## config.mk

```make
export PLATFORM = sky130hd
export DESIGN_NAME = wdg_timer
export DESIGN_NICKNAME = d
export VERILOG_FILES = /design/src/rtl/wdg_pkg.sv /design/src/rtl/wdg_prescaler.sv /design/src/rtl/wdg_countdown.sv /design/src/rtl/wdg_pulse.sv /design/src/rtl/wdg_timer.sv
export SDC_FILE = /design/constraint.sdc
export NUM_CORES = 1
export LEC_CHECK = 0
export BUFFER_PORTS_ARGS = -buffer_cell sky130_fd_sc_hd__clkbuf_2
export CORE_MARGIN = 2
export CORE_UTILIZATION = 51
export CTS_CLUSTER_SIZE = 14
export DETAILED_ROUTE_END_ITERATION = 8
export HOLD_SLACK_MARGIN = 0.02
export PLACE_DENSITY_LB_ADDON = 0.15
export SYNTH_ARGS = -nofsm -noshare
export SYNTH_HDL_FRONTEND = slang
export SYNTH_SLANG_ARGS = --single-unit
```

## constraint.sdc

```tcl
create_clock -name clk -period 2.78 [get_ports clk]
set_clock_uncertainty 0.1 [all_clocks]
set_input_delay 0.556 -clock clk [delete_from_list [all_inputs] [get_ports clk]]
set_output_delay 0.556 -clock clk [all_outputs]
set_load 0.05 [all_outputs]
```

## src/rtl/wdg_pkg.sv

```systemverilog
package wdg_pkg;

  localparam int REG_W     = 32;
  localparam int EN_POS    = 7;
  localparam int TMO_LSB   = 8;
  localparam int TMO_W     = 4;
  localparam int CAUSE_POS = 31;
  localparam int VER_W     = 16;

  localparam int CTRL_OFS  = 'h14;
  localparam int STAT_OFS  = 'h18;
  localparam int VER_OFS   = 'h1C;

  typedef logic [TMO_W-1:0] tmo_t;

  typedef struct packed {
    logic en;
    tmo_t secs;
  } ctrl_t;

  // Timeout field as actually counted: zero is promoted to one second.
  function automatic tmo_t eff_timeout(tmo_t field);
    return (field == '0) ? tmo_t'(1) : field;
  endfunction

  // Bits needed to count 0 .. n-1 (at least one).
  function automatic int cnt_bits(int n);
    return (n <= 2) ? 1 : $clog2(n);
  endfunction

  // Control register image as seen by a read.
  function automatic logic [REG_W-1:0] ctrl_word(ctrl_t c);
    logic [REG_W-1:0] w;
    w = '0;
    w[EN_POS] = c.en;
    w[TMO_LSB +: TMO_W] = c.secs;
    return w;
  endfunction

  // Effect of a write: arming is sticky, timeout is replaced.
  function automatic ctrl_t ctrl_update(ctrl_t cur, logic [REG_W-1:0] wd);
    ctrl_t n;
    n.en   = cur.en | wd[EN_POS];
    n.secs = wd[TMO_LSB +: TMO_W];
    return n;
  endfunction

  // Cause register image as seen by a read.
  function automatic logic [REG_W-1:0] cause_word(logic flag);
    logic [REG_W-1:0] w;
    w = '0;
    w[CAUSE_POS] = flag;
    return w;
  endfunction

endpackage

```

## src/rtl/wdg_prescaler.sv

```systemverilog
module wdg_prescaler #(
  parameter int CLK_HZ = 50_000_000,
  localparam int W     = wdg_pkg::cnt_bits(CLK_HZ)
) (
  input  logic         clk,
  input  logic         rst_n,
  input  logic         run,
  input  logic         clear,
  output logic         sec_tick,
  output logic [W-1:0] count
);

  localparam logic [W-1:0] LAST = W'(CLK_HZ - 1);

  logic at_last;
  assign at_last = (count == LAST);

  always_ff @(posedge clk) begin
    if (!rst_n || clear || !run) begin
      count <= '0;
    end else if (at_last) begin
      count <= '0;
    end else begin
      count <= count + W'(1);
    end
  end

  assign sec_tick = rst_n && run && !clear && at_last;

endmodule

```

## src/rtl/wdg_countdown.sv

```systemverilog
module wdg_countdown (
  input  logic          clk,
  input  logic          rst_n,
  input  logic          load,
  input  wdg_pkg::tmo_t load_val,
  input  wdg_pkg::tmo_t reload_val,
  input  logic          sec_tick,
  output logic          expire,
  output wdg_pkg::tmo_t remaining
);

  import wdg_pkg::*;

  logic last_sec;
  assign last_sec = (remaining <= tmo_t'(1));

  always_ff @(posedge clk) begin
    if (!rst_n) begin
      remaining <= tmo_t'(1);
    end else if (load) begin
      remaining <= load_val;
    end else if (sec_tick) begin
      if (last_sec) begin
        remaining <= reload_val;
      end else begin
        remaining <= remaining - tmo_t'(1);
      end
    end
  end

  assign expire = rst_n && !load && sec_tick && last_sec;

endmodule

```

## src/rtl/wdg_pulse.sv

```systemverilog
module wdg_pulse #(
  parameter int RST_CYCLES = 16,
  localparam int W         = $clog2(RST_CYCLES + 1)
) (
  input  logic clk,
  input  logic por_n,
  input  logic fire,
  output logic active
);

  logic [W-1:0] left;

  always_ff @(posedge clk) begin
    if (!por_n) begin
      left <= '0;
    end else if (fire) begin
      left <= W'(RST_CYCLES);
    end else if (left != '0) begin
      left <= left - W'(1);
    end
  end

  assign active = (left != '0);

endmodule

```

## src/rtl/wdg_timer.sv

```systemverilog
module wdg_timer #(
  parameter int          CLK_HZ     = 50_000_000,
  parameter int          RST_CYCLES = 16,
  parameter int          ADDR_W     = 8,
  parameter logic [15:0] FW_VERSION = 16'h0103
) (
  input  logic              clk,
  input  logic              por_n,
  input  logic              sys_rst_n,
  input  logic              bus_valid,
  input  logic              bus_write,
  input  logic [ADDR_W-1:0] bus_addr,
  input  logic [31:0]       bus_wdata,
  output logic [31:0]       bus_rdata,
  output logic              rst_req
);

  import wdg_pkg::*;

  localparam int PRE_W = cnt_bits(CLK_HZ);
  localparam logic [ADDR_W-1:0] A_CTRL = ADDR_W'(CTRL_OFS);
  localparam logic [ADDR_W-1:0] A_STAT = ADDR_W'(STAT_OFS);
  localparam logic [ADDR_W-1:0] A_VER  = ADDR_W'(VER_OFS);

  // Named internal events (also observed by the checker)
  logic             rst_ok;
  logic             kick_evt;
  logic             expire_evt;
  logic             sec_tick;
  logic             ctrl_en;
  logic             wd_flag;
  logic [PRE_W-1:0] pre_cnt;
  tmo_t             sec_left;
  ctrl_t            ctrl_q;

  assign rst_ok   = por_n && sys_rst_n;
  assign kick_evt = rst_ok && bus_valid && bus_write && (bus_addr == A_CTRL);
  assign ctrl_en  = ctrl_q.en;

  // Control register: system-reset domain
  always_ff @(posedge clk) begin
    if (!rst_ok) begin
      ctrl_q <= '0;
    end else if (kick_evt) begin
      ctrl_q <= ctrl_update(ctrl_q, bus_wdata);
    end
  end

  // Cause flag: power-on domain only
  always_ff @(posedge clk) begin
    if (!por_n) begin
      wd_flag <= 1'b0;
    end else if (expire_evt) begin
      wd_flag <= 1'b1;
    end
  end

  wdg_prescaler #(.CLK_HZ(CLK_HZ)) u_pre (
    .clk      (clk),
    .rst_n    (rst_ok),
    .run      (ctrl_en),
    .clear    (kick_evt),
    .sec_tick (sec_tick),
    .count    (pre_cnt)
  );

  wdg_countdown u_cnt (
    .clk        (clk),
    .rst_n      (rst_ok),
    .load       (kick_evt),
    .load_val   (eff_timeout(bus_wdata[TMO_LSB +: TMO_W])),
    .reload_val (eff_timeout(ctrl_q.secs)),
    .sec_tick   (sec_tick),
    .expire     (expire_evt),
    .remaining  (sec_left)
  );

  wdg_pulse #(.RST_CYCLES(RST_CYCLES)) u_pulse (
    .clk    (clk),
    .por_n  (por_n),
    .fire   (expire_evt),
    .active (rst_req)
  );

  // Read path
  always_comb begin
    bus_rdata = '0;
    if (bus_valid && !bus_write) begin
      case (bus_addr)
        A_CTRL:  bus_rdata = ctrl_word(ctrl_q);
        A_STAT:  bus_rdata = cause_word(wd_flag);
        A_VER:   bus_rdata = {{(REG_W-VER_W){1'b0}}, FW_VERSION};
        default: bus_rdata = '0;
      endcase
    end
  end

  logic unused_wdata;
  assign unused_wdata = ^{bus_wdata[31:TMO_LSB+TMO_W], bus_wdata[EN_POS-1:0]};

endmodule

```

# Word-level counts from Yosys, hierarchy flattened
# Index checks and enable logic that the tools add are counted.
# word_totals
regBits,41
latchBits,0
ram_bits,0
rom_bits,0
in_bits,45
output_inout_bits,33
elab_cells,50
memories,0
# classes
add_sub_neg,3
n_mul,0
n_div,0
n_lt_le_gt_ge,1
n_eq_ne,4
shifts,0
muxes,9
bitwise_logic,2
reduce_logical,24
# ops
op,n
32-bit one-hot mux with 3 select lines,1
32-bit two-way mux,1
"26-bit by 1-bit adder with 26-bit output, second input constant",1
"26-bit == test, second input constant",1
"8-bit by 5-bit == test with 1-bit output, second input constant",3
4-bit two-way mux,5
1-bit logical AND,11
5-bit two-way mux,2
4-bit zero test,2
5-bit nonzero test,1
"5-bit by 1-bit subtractor with 5-bit output, second input constant",1
"4-bit by 1-bit <= comparator with 1-bit output, second input constant",1
1-bit zero test,4
2-bit nonzero test,2
2-bit OR reduction,2
"4-bit by 1-bit subtractor with 4-bit output, second input constant",1
1-bit logical OR,2
1-bit inverter,1
1-bit bitwise OR,1

# Depth between registers and ports, before layout
# Gate-level depths: netlist (run 1).
# logic_depth
ltp_word,10
ltp_mapped,7
depth_no_buf,6

# Cells and area by module
# From an unflattened synthesis (run 1), not the netlist that was laid out.
# hier_totals
cells_unflattened,290
hier_area_um2,2441.1
# modules_own_cells
mod,instances,cells_each,area_each_um2,seq_area_each_um2
wdg_prescaler,1,144,1262.5,520.5
wdg_timer,1,79,609.3,120.1
wdg_countdown,1,43,334.1,80.1
wdg_pulse,1,24,235.2,100.1

# Worst setup path before layout (run 1)
# OpenSTA, ideal clock, no wires.
# synth_path
path_type,input to output
from,in bus_addr[5]
to,out bus_rdata[31]
t_arrival_ns,2.487
t_required_ns,2.124
slack_ns,-0.363
stages,3
path_buffers,0
cell_sequence,nor4b_1 -> nand2_1 -> nor4_1
# synth_via
elab_chain_len,3
elab_cells_between_ends,5
cone_classes,3 x eq/ne; 2 x mux
# synth_rtl
item,line_no,source
start: declaration,wdg_timer.sv:12,"input logic [ADDR_W-1:0] bus_addr,"
8-bit by 5-bit == test with 1-bit output,wdg_timer.sv:89,case (bus_addr)
32-bit one-hot mux with 3 select lines (*),wdg_timer.sv:89,
32-bit two-way mux (*),wdg_timer.sv:88,if (bus_valid && !bus_write) begin
end: declaration,wdg_timer.sv:14,"output logic [31:0] bus_rdata,"
# Every way passes the cells marked *; elsewhere a longest branch is shown, timed or not.

# Final worst setup path (run 1)
# layout_path
from,in bus_addr[5]
to,out bus_rdata[9]
# The elaborated chain is that of the path after synthesis.

==> metrics.log, run 1 <==
INFO  metric nets = 370
INFO  metric start_kind = input port
INFO  metric synth_ff_type = sky130_fd_sc_hd__dfxtp_1
INFO  metric timing.reg2reg.setup_slack = 0.40 ns
INFO  metric cts_max_path_buffers = 2
INFO  metric antenna_found_initial = 0
INFO  metric share_of_the_core_filled_with_cells = 0.5597
INFO  metric dr_total_vias = 2,139
INFO  metric critPathKind = input port to output port
INFO  metric slew_violations = 0
INFO  metric fillers = 451
INFO  metric register_area = 820.8 um^2
INFO  metric fraction_of_synthesized_cell_area_taken_by_the_top_area_cell_type = 0.3395
INFO  metric tritoncts = built
INFO  metric drtIter0Drc = 172
INFO  metric design.die.area = 0.005306 mm^2
INFO  metric dpl-instance-area = 0.002529 mm^2
INFO  metric hold_path.class = flop to flop
INFO  metric synth_most_common_cell = sky130_fd_sc_hd__dfxtp_1
INFO  metric wirelength = 4853 um
INFO  metric synth.yosys.seq_area_share = 0.3395
INFO  metric multi_input_comb_area = 0.001416 mm^2
INFO  metric worstHoldPathCells = 1
INFO  metric drive_gt1_frac = 0.1522
INFO  metric r2r.worst_path.cells = 5
INFO  metric worst_setup_path_end_kind = output port
INFO  metric async_flop_share = 0
INFO  metric path_common_cell = sky130_fd_sc_hd__clkbuf_2
INFO  metric initial_utilization = 0.5187
INFO  metric layout_worst_path_cycle_share = 0.9060
INFO  metric post-synth-top-area-cell = sky130_fd_sc_hd__dfxtp_1
INFO  metric die-height = 72.85 um
INFO  metric diodes = 0
INFO  metric synth.area.top_cells = sky130_fd_sc_hd__dfxtp_1 (34%), sky130_fd_sc_hd__buf_4 (8.4%), sky130_fd_sc_hd__a21oi_1 (4.1%), sky130_fd_sc_hd__nor2_1 (3.7%), sky130_fd_sc_hd__or4_1 (3.7%)
INFO  metric tritoncts.num_buffers = 5
INFO  metric htreeDepth = 2
INFO  metric min_delay_worst_endpoint = u_pre.count[0]$_SDFF_PP0_
INFO  metric placedCellCount = 368
INFO  metric timing.rr.end = u_pre.count[25]$_SDFF_PP0_
INFO  metric crit_path_max_incr_delay = 0.37 ns
INFO  metric overflow = 0
INFO  metric max-cap-violations = 0
INFO  metric tns = 0 ns
INFO  metric syn-mean-instance-area = 8.278 um^2
INFO  metric power = 1375 uW
INFO  metric clock_latency = 0.29 ns
INFO  metric tritoncts_num_sinks = 41
INFO  metric post_cts_resize_count = 0
INFO  metric drcViolationCount = 0
INFO  metric io-pin-count = 78
INFO  metric r2r_start = u_pre.count[16]$_SDFF_PP0_
INFO  metric run_status = complete, no violations
INFO  metric worst-endpoint-arrival = 1.86 ns
INFO  metric gp_routability_congestion = 0.7782
INFO  metric ys_ff_latch = 41
INFO  metric grt.total_usage = 0.1887
INFO  metric grt_setup_unrepaired = no
INFO  metric netlist_top_cells_count = sky130_fd_sc_hd__dfxtp_1 (41), sky130_fd_sc_hd__buf_4 (27), sky130_fd_sc_hd__nor2_1 (24)
INFO  metric netlist_area = 0.002417 mm^2
INFO  metric portBuffers = 26
INFO  metric critical_path.cell_chain = clkbuf_2 > nor4b_1 > nand4b_1 > nor2_1 > and2_1 > clkbuf_2
INFO  metric average_wire_length_per_cell_after_detail_routing = 12.91 um
INFO  metric dp_hpwl = 3577 um
INFO  metric crit_path_top_delay_cell = sky130_fd_sc_hd__nor4b_1
INFO  metric floorplan.core_area = 0.004661 mm^2
INFO  metric final-hold-violation-count = 0
INFO  metric number_of_standard_cells_after_synthesis = 292
INFO  metric global_route_wire_length_before_repair = 7962 um
INFO  metric grt_pass1_vias = 1,766
INFO  metric drt-pass1-iter-count = 4
INFO  metric maximum_ir_drop_on_the_vdd_rail = 0.3091 mV
INFO  metric cts.repair_timing.setup_buffer_count = 0
INFO  metric count_of_warnings_emitted_by_yosys = 0
INFO  metric pin_count_of_the_biggest_net_entering_global_routing = 15
INFO  metric postRouteAntennaNets = 0
INFO  metric instances_no_fill = 376
INFO  metric report.final.setup_viol = 0
INFO  metric fmaxAchievable = 397.0 MHz
INFO  metric p_per_area = 527.2 mW/mm^2
INFO  metric netlist-cell-type-count = 49
INFO  metric post_drt_via_cell_ratio = 5.689
INFO  metric edff_count_synth = 0
INFO  metric cts-root-buf = sky130_fd_sc_hd__clkbuf_8
INFO  metric floorplan.rows = 25
INFO  metric leakage = 0.0009087 uW
INFO  metric area_growth_syn_to_layout = 7.919%
INFO  metric worst_ep_required_time = 2.12 ns
INFO  metric max_fanout_on_critical_path = 4
INFO  metric post-route-cell-area = 0.002609 mm^2
INFO  metric die_w = 72.85 um
INFO  metric layout_min_cycle_time = 2.519 ns
INFO  metric post_cts_hold_fix_bufs = 0
INFO  metric clk_pin_slew_worst_paths = 0.07 ns
INFO  metric holdCritStartpoint = u_pre.count[0]$_SDFF_PP0_
-- through the flow --
step,setup WS [ns],hold WS [ns]
final,0.2612,0.3471
after CTS,0.2301,0.3472
after detailed placement,0.2331,0.3359
after floorplan,0.004586,0.3132
after global routing,0.09887,0.3648
after global placement,0.2418,0.3276
-- layout by cell type (no fill, tap or decap), types with 4 or more instances in the layout --
cell type / instances
sky130_fd_sc_hd__and2_1: 6
sky130_fd_sc_hd__ha_1: 4
sky130_fd_sc_hd__a211oi_1: 4
sky130_fd_sc_hd__a21oi_1: 20
sky130_fd_sc_hd__or4_1: 12
sky130_fd_sc_hd__nor3_1: 5
sky130_fd_sc_hd__xor2_1: 8
sky130_fd_sc_hd__buf_4: 7
sky130_fd_sc_hd__clkbuf_2: 26
sky130_fd_sc_hd__and3_1: 6
sky130_fd_sc_hd__or3_1: 8
sky130_fd_sc_hd__inv_1: 11
sky130_fd_sc_hd__and4_1: 4
sky130_fd_sc_hd__o31ai_1: 8
sky130_fd_sc_hd__nand3_1: 12
sky130_fd_sc_hd__xnor2_1: 6
sky130_fd_sc_hd__nand4_1: 7
sky130_fd_sc_hd__o21ai_0: 9
sky130_fd_sc_hd__nor2_1: 24
sky130_fd_sc_hd__conb_1: 24
sky130_fd_sc_hd__nand2_1: 21
sky130_fd_sc_hd__dfxtp_1: 41
sky130_fd_sc_hd__clkbuf_8: 5
-- state kept, by name, summed over array words and instances (netlist names) --
| signal | cells |
|---|---|
| ctrl_q | 4 |
| ctrl_en | 1 |
| u_pulse.left | 5 |
| u_cnt.remaining | 4 |
| u_pre.count | 26 |
| wd_flag | 1 |
-- power breakdown --
part           leakage, uW  switching [uW]  internal (uW)
clock network    0.0000395             194            179
logic             0.000538             239            126
registers         0.000331            21.0            616
-- routing by layer --
layer  global-route usage  up-vias  part of all wire
li1                     -     1080                 -
met4              0.06996        0             0.014
met5                    0        -                 0
met1               0.2530      987              0.49
met3              0.03039        7             0.043
met2               0.3061       65              0.45
-- critical path: cells and delay by family --
kind,cells,cell delay (ns)
buffers and inverters,2,0.36
AND/OR/NAND/NOR,4,0.95
-- final cells by class --
type / count / share of cell area
multi-input cells: 229 / 0.5429
flip-flops and latches: 41 / 0.3146
repair buffers: 33 / 0.07002
clock buffers: 8 / 0.03070
well taps: 54 / 0.02590
inverters: 11 / 0.01583
-- how the worst max path moves through the flow --
stage                            from            to  slack, ns  depth (start not counted)
after global placement    bus_addr[5]  bus_rdata[9]       0.24                          6
after CTS                 bus_addr[5]  bus_rdata[9]       0.23                          6
final                     bus_addr[5]  bus_rdata[9]       0.26                          6
after detailed placement  bus_addr[5]  bus_rdata[9]       0.23                          6
after floorplan           bus_addr[5]  bus_rdata[1]      0.005                          4
after global routing      bus_addr[5]  bus_rdata[9]        0.1                          6
-- cells by family (layout without fill, tap and decap cells) --
| family | after synthesis | count (layout) | share of synthesized area |
|---|---|---|---|
| buffers and inverters | 45 | 52 | 0.1128 |
| multiplexers | 1 | 1 | 0.004658 |
| AND/OR/NAND/NOR | 126 | 126 | 0.3002 |
| AO/OA/AOI/OAI | 60 | 60 | 0.1698 |
| flip-flops | 41 | 41 | 0.3395 |
| XOR/XNOR | 14 | 14 | 0.05073 |
| adder cells (fa/ha/maj) | 4 | 4 | 0.02070 |
| other | 1 | 24 | 0.001551 |
Note: power is estimated with default switching activity, not from simulation.
==> inputs of run 2 (changes only) <==
--- a/config.mk
+++ b/config.mk
@@ -6,11 +6,13 @@
 export NUM_CORES = 1
 export LEC_CHECK = 0
 export BUFFER_PORTS_ARGS = -buffer_cell sky130_fd_sc_hd__clkbuf_2
+export CORE_ASPECT_RATIO = 1.25
 export CORE_MARGIN = 2
 export CORE_UTILIZATION = 51
 export CTS_CLUSTER_SIZE = 14
 export DETAILED_ROUTE_END_ITERATION = 8
 export HOLD_SLACK_MARGIN = 0.02
+export MAX_ROUTING_LAYER = met4
 export PLACE_DENSITY_LB_ADDON = 0.15
 export SYNTH_ARGS = -nofsm -noshare
 export SYNTH_HDL_FRONTEND = slang
==> metrics.log, run 2 (synthesized netlist as in run 1, its figures left out) <==
INFO  metric run_status = complete, no violations
INFO  metric global_route_wire_length_before_repair = 8073 um
INFO  metric floorplan.core_area = 0.004659 mm^2
INFO  metric drtIter0Drc = 114
INFO  metric worst-endpoint-arrival = 1.91 ns
INFO  metric worst_setup_path_end_kind = output port
INFO  metric seqPwrFrac = 0.463
INFO  metric grt.total_usage = 0.1992
INFO  metric path_common_cell = sky130_fd_sc_hd__clkbuf_2
INFO  metric fillers = 474
INFO  metric final_common_cell = sky130_fd_sc_hd__dfxtp_1
INFO  metric post_drt_via_cell_ratio = 5.568
INFO  metric use_met2 = 0.3510
INFO  metric clk_pin_slew_worst_paths = 0.08 ns
INFO  metric portBuffers = 26
INFO  metric tritoncts.num_buffers = 5
INFO  metric placedCellCount = 372
INFO  metric gp_routability_congestion = 0.8540
INFO  metric tritoncts_num_sinks = 41
INFO  metric mostFrequentLayoutCells = sky130_fd_sc_hd__dfxtp_1 (41), sky130_fd_sc_hd__clkbuf_2 (26), sky130_fd_sc_hd__nor2_1 (24), sky130_fd_sc_hd__conb_1 (24), sky130_fd_sc_hd__nand2_1 (21)
INFO  metric cts_max_path_buffers = 2
INFO  metric die-height = 80.98 um
INFO  metric max_flop_register = u_pre.count
INFO  metric worst_pin_slew = 0.7223 ns
INFO  metric largest_register_ff_count = 26
INFO  metric antenna_found_initial = 0
INFO  metric max-cap-violations = 0
INFO  metric dr_total_vias = 2,116
INFO  metric drt-pass1-iter-count = 4
INFO  metric cts.repair_timing.setup_buffer_count = 0
INFO  metric postRouteAntennaNets = 0
INFO  metric share_comb_of_total_power = 0.264
INFO  metric layout_worst_path_cycle_share = 0.9213
INFO  metric p_sw_frac = 0.3341
INFO  metric final-hold-violation-count = 0
INFO  metric die_w = 65.58 um
INFO  metric critical_path.n_buffers_inverters = 2
INFO  metric layout_min_cycle_time = 2.561 ns
INFO  metric nets = 368
INFO  metric instances_no_fill = 380
INFO  metric use_met3 = 0.04571
INFO  metric leakage = 0.0009046 uW
INFO  metric cellInternalPower = 917.3 uW
INFO  metric post_cts_resize_count = 0
INFO  metric area_growth_syn_to_layout = 7.712%
INFO  metric drive_gt1_frac = 0.1531
INFO  metric report.final.setup_viol = 0
INFO  metric final.hold.worst_slack = 0.3512 ns
INFO  metric start_kind = input port
INFO  metric crit_path_top_delay_cell = sky130_fd_sc_hd__nor4b_1
INFO  metric drcViolationCount = 0
INFO  metric grt_setup_unrepaired = no
INFO  metric max_fanout_on_critical_path = 4
INFO  metric fmaxAchievable = 390.5 MHz
INFO  metric tritoncts = built
INFO  metric io-pin-count = 78
INFO  metric critical_path.cell_chain = clkbuf_2 > nor4b_1 > nand4b_1 > nor2_1 > and2_1 > clkbuf_2
INFO  metric clock_power_share = 0.273
INFO  metric maximum_ir_drop_on_the_vdd_rail = 0.2740 mV
INFO  metric worst_ep_required_time = 2.12 ns
INFO  metric layout_top_registers = u_pre.count (26), u_pulse.left (5)
INFO  metric htreeDepth = 2
INFO  metric top_usage_layer = met2
INFO  metric dp_hpwl = 3688 um
INFO  metric post_cts_hold_fix_bufs = 0
INFO  metric multi_input_comb_area = 0.001416 mm^2
INFO  metric grt_pass1_vias = 1,846
INFO  metric pin_count_of_the_biggest_net_entering_global_routing = 26
INFO  metric hold_path.class = flop to flop
INFO  metric max-slew-margin-rel = 0.5140
INFO  metric critPathKind = input port to output port
INFO  metric p_per_area = 529.0 mW/mm^2
INFO  metric register_area = 820.8 um^2
INFO  metric clock_latency = 0.29 ns
INFO  metric design.die.area = 0.005310 mm^2
INFO  metric floorplan.rows = 28
INFO  metric initial_utilization = 0.5188
INFO  metric switchingPower = 460.1 uW
INFO  metric slew_violations = 0
INFO  metric crit_path_max_incr_delay = 0.39 ns
INFO  metric average_wire_length_per_cell_after_detail_routing = 12.98 um
INFO  metric tns = 0 ns
INFO  metric diodes = 0
INFO  metric overflow = 0
INFO  metric cts-root-buf = sky130_fd_sc_hd__clkbuf_8
INFO  metric gr-usage-met1 = 0.2205
INFO  metric wirelength = 4933 um
INFO  metric cp_top_delay_family = simple AND/OR/NAND/NOR gates
## run 2: cell count changes in the layout (fill, tap and decap cells not counted), sizes merged
cell	before	now
clkinv	0	2
buf	7	5
clkbuf	34	32
## run 2: layout make-up
cell class | count | area share
clock buffer | 6 | 0.02787
clock inverter | 2 | 0.003844
inverter | 11 | 0.01586
multi-input combinational | 229 | 0.5440
sequential | 41 | 0.3152
tap | 60 | 0.02883
timing repair buffer | 31 | 0.06439
## run 2: metal layers
metal / vias up / part of all wire
met5: - / 0
met4: 0 / 0.015
met3: 8 / 0.041
met2: 45 / 0.51
met1: 981 / 0.44
li1: 1082 / -
## run 2: metrics by stage
step / worst slack, ns / util / power [uW] / area [um^2]
finish: 0.2189 / 0.5588 / 1377 / 2604
CTS: 0.1645 / 0.5588 / 1395 / 2604
global placement: 0.2133 / 0.5411 / 1009 / 2521
floorplan: 0.004586 / - / 963.9 / 2510
detailed placement: 0.1577 / 0.5411 / 1016 / 2521
global route: 0.1249 / 0.5588 / 1453 / 2604
## run 2: power groups by stage
stage | Combinational, uW | Sequential [uW] | Clock [uW]
6_report | 363 | 638 | 376
3_3_place_gp | 358 | 651 | 0
2_1_floorplan | 317 | 647 | 0
4_1_cts | 366 | 638 | 392
3_5_place_dp | 365 | 651 | 0
5_1_grt | 390 | 641 | 422
## run 2: final timing paths
check	cells past startpoint	from	endpoint	slack [ns]
worst min-delay path	1	u_pre.count[0]$_SDFF_PP0_	u_pre.count[0]$_SDFF_PP0_	0.35
worst min register to register	1	u_pre.count[0]$_SDFF_PP0_	u_pre.count[0]$_SDFF_PP0_	0.35
worst max-delay path	6	bus_addr[5]	bus_rdata[9]	0.22
worst max register to register	5	u_pre.count[16]$_SDFF_PP0_	u_pre.count[5]$_SDFF_PP0_	0.42
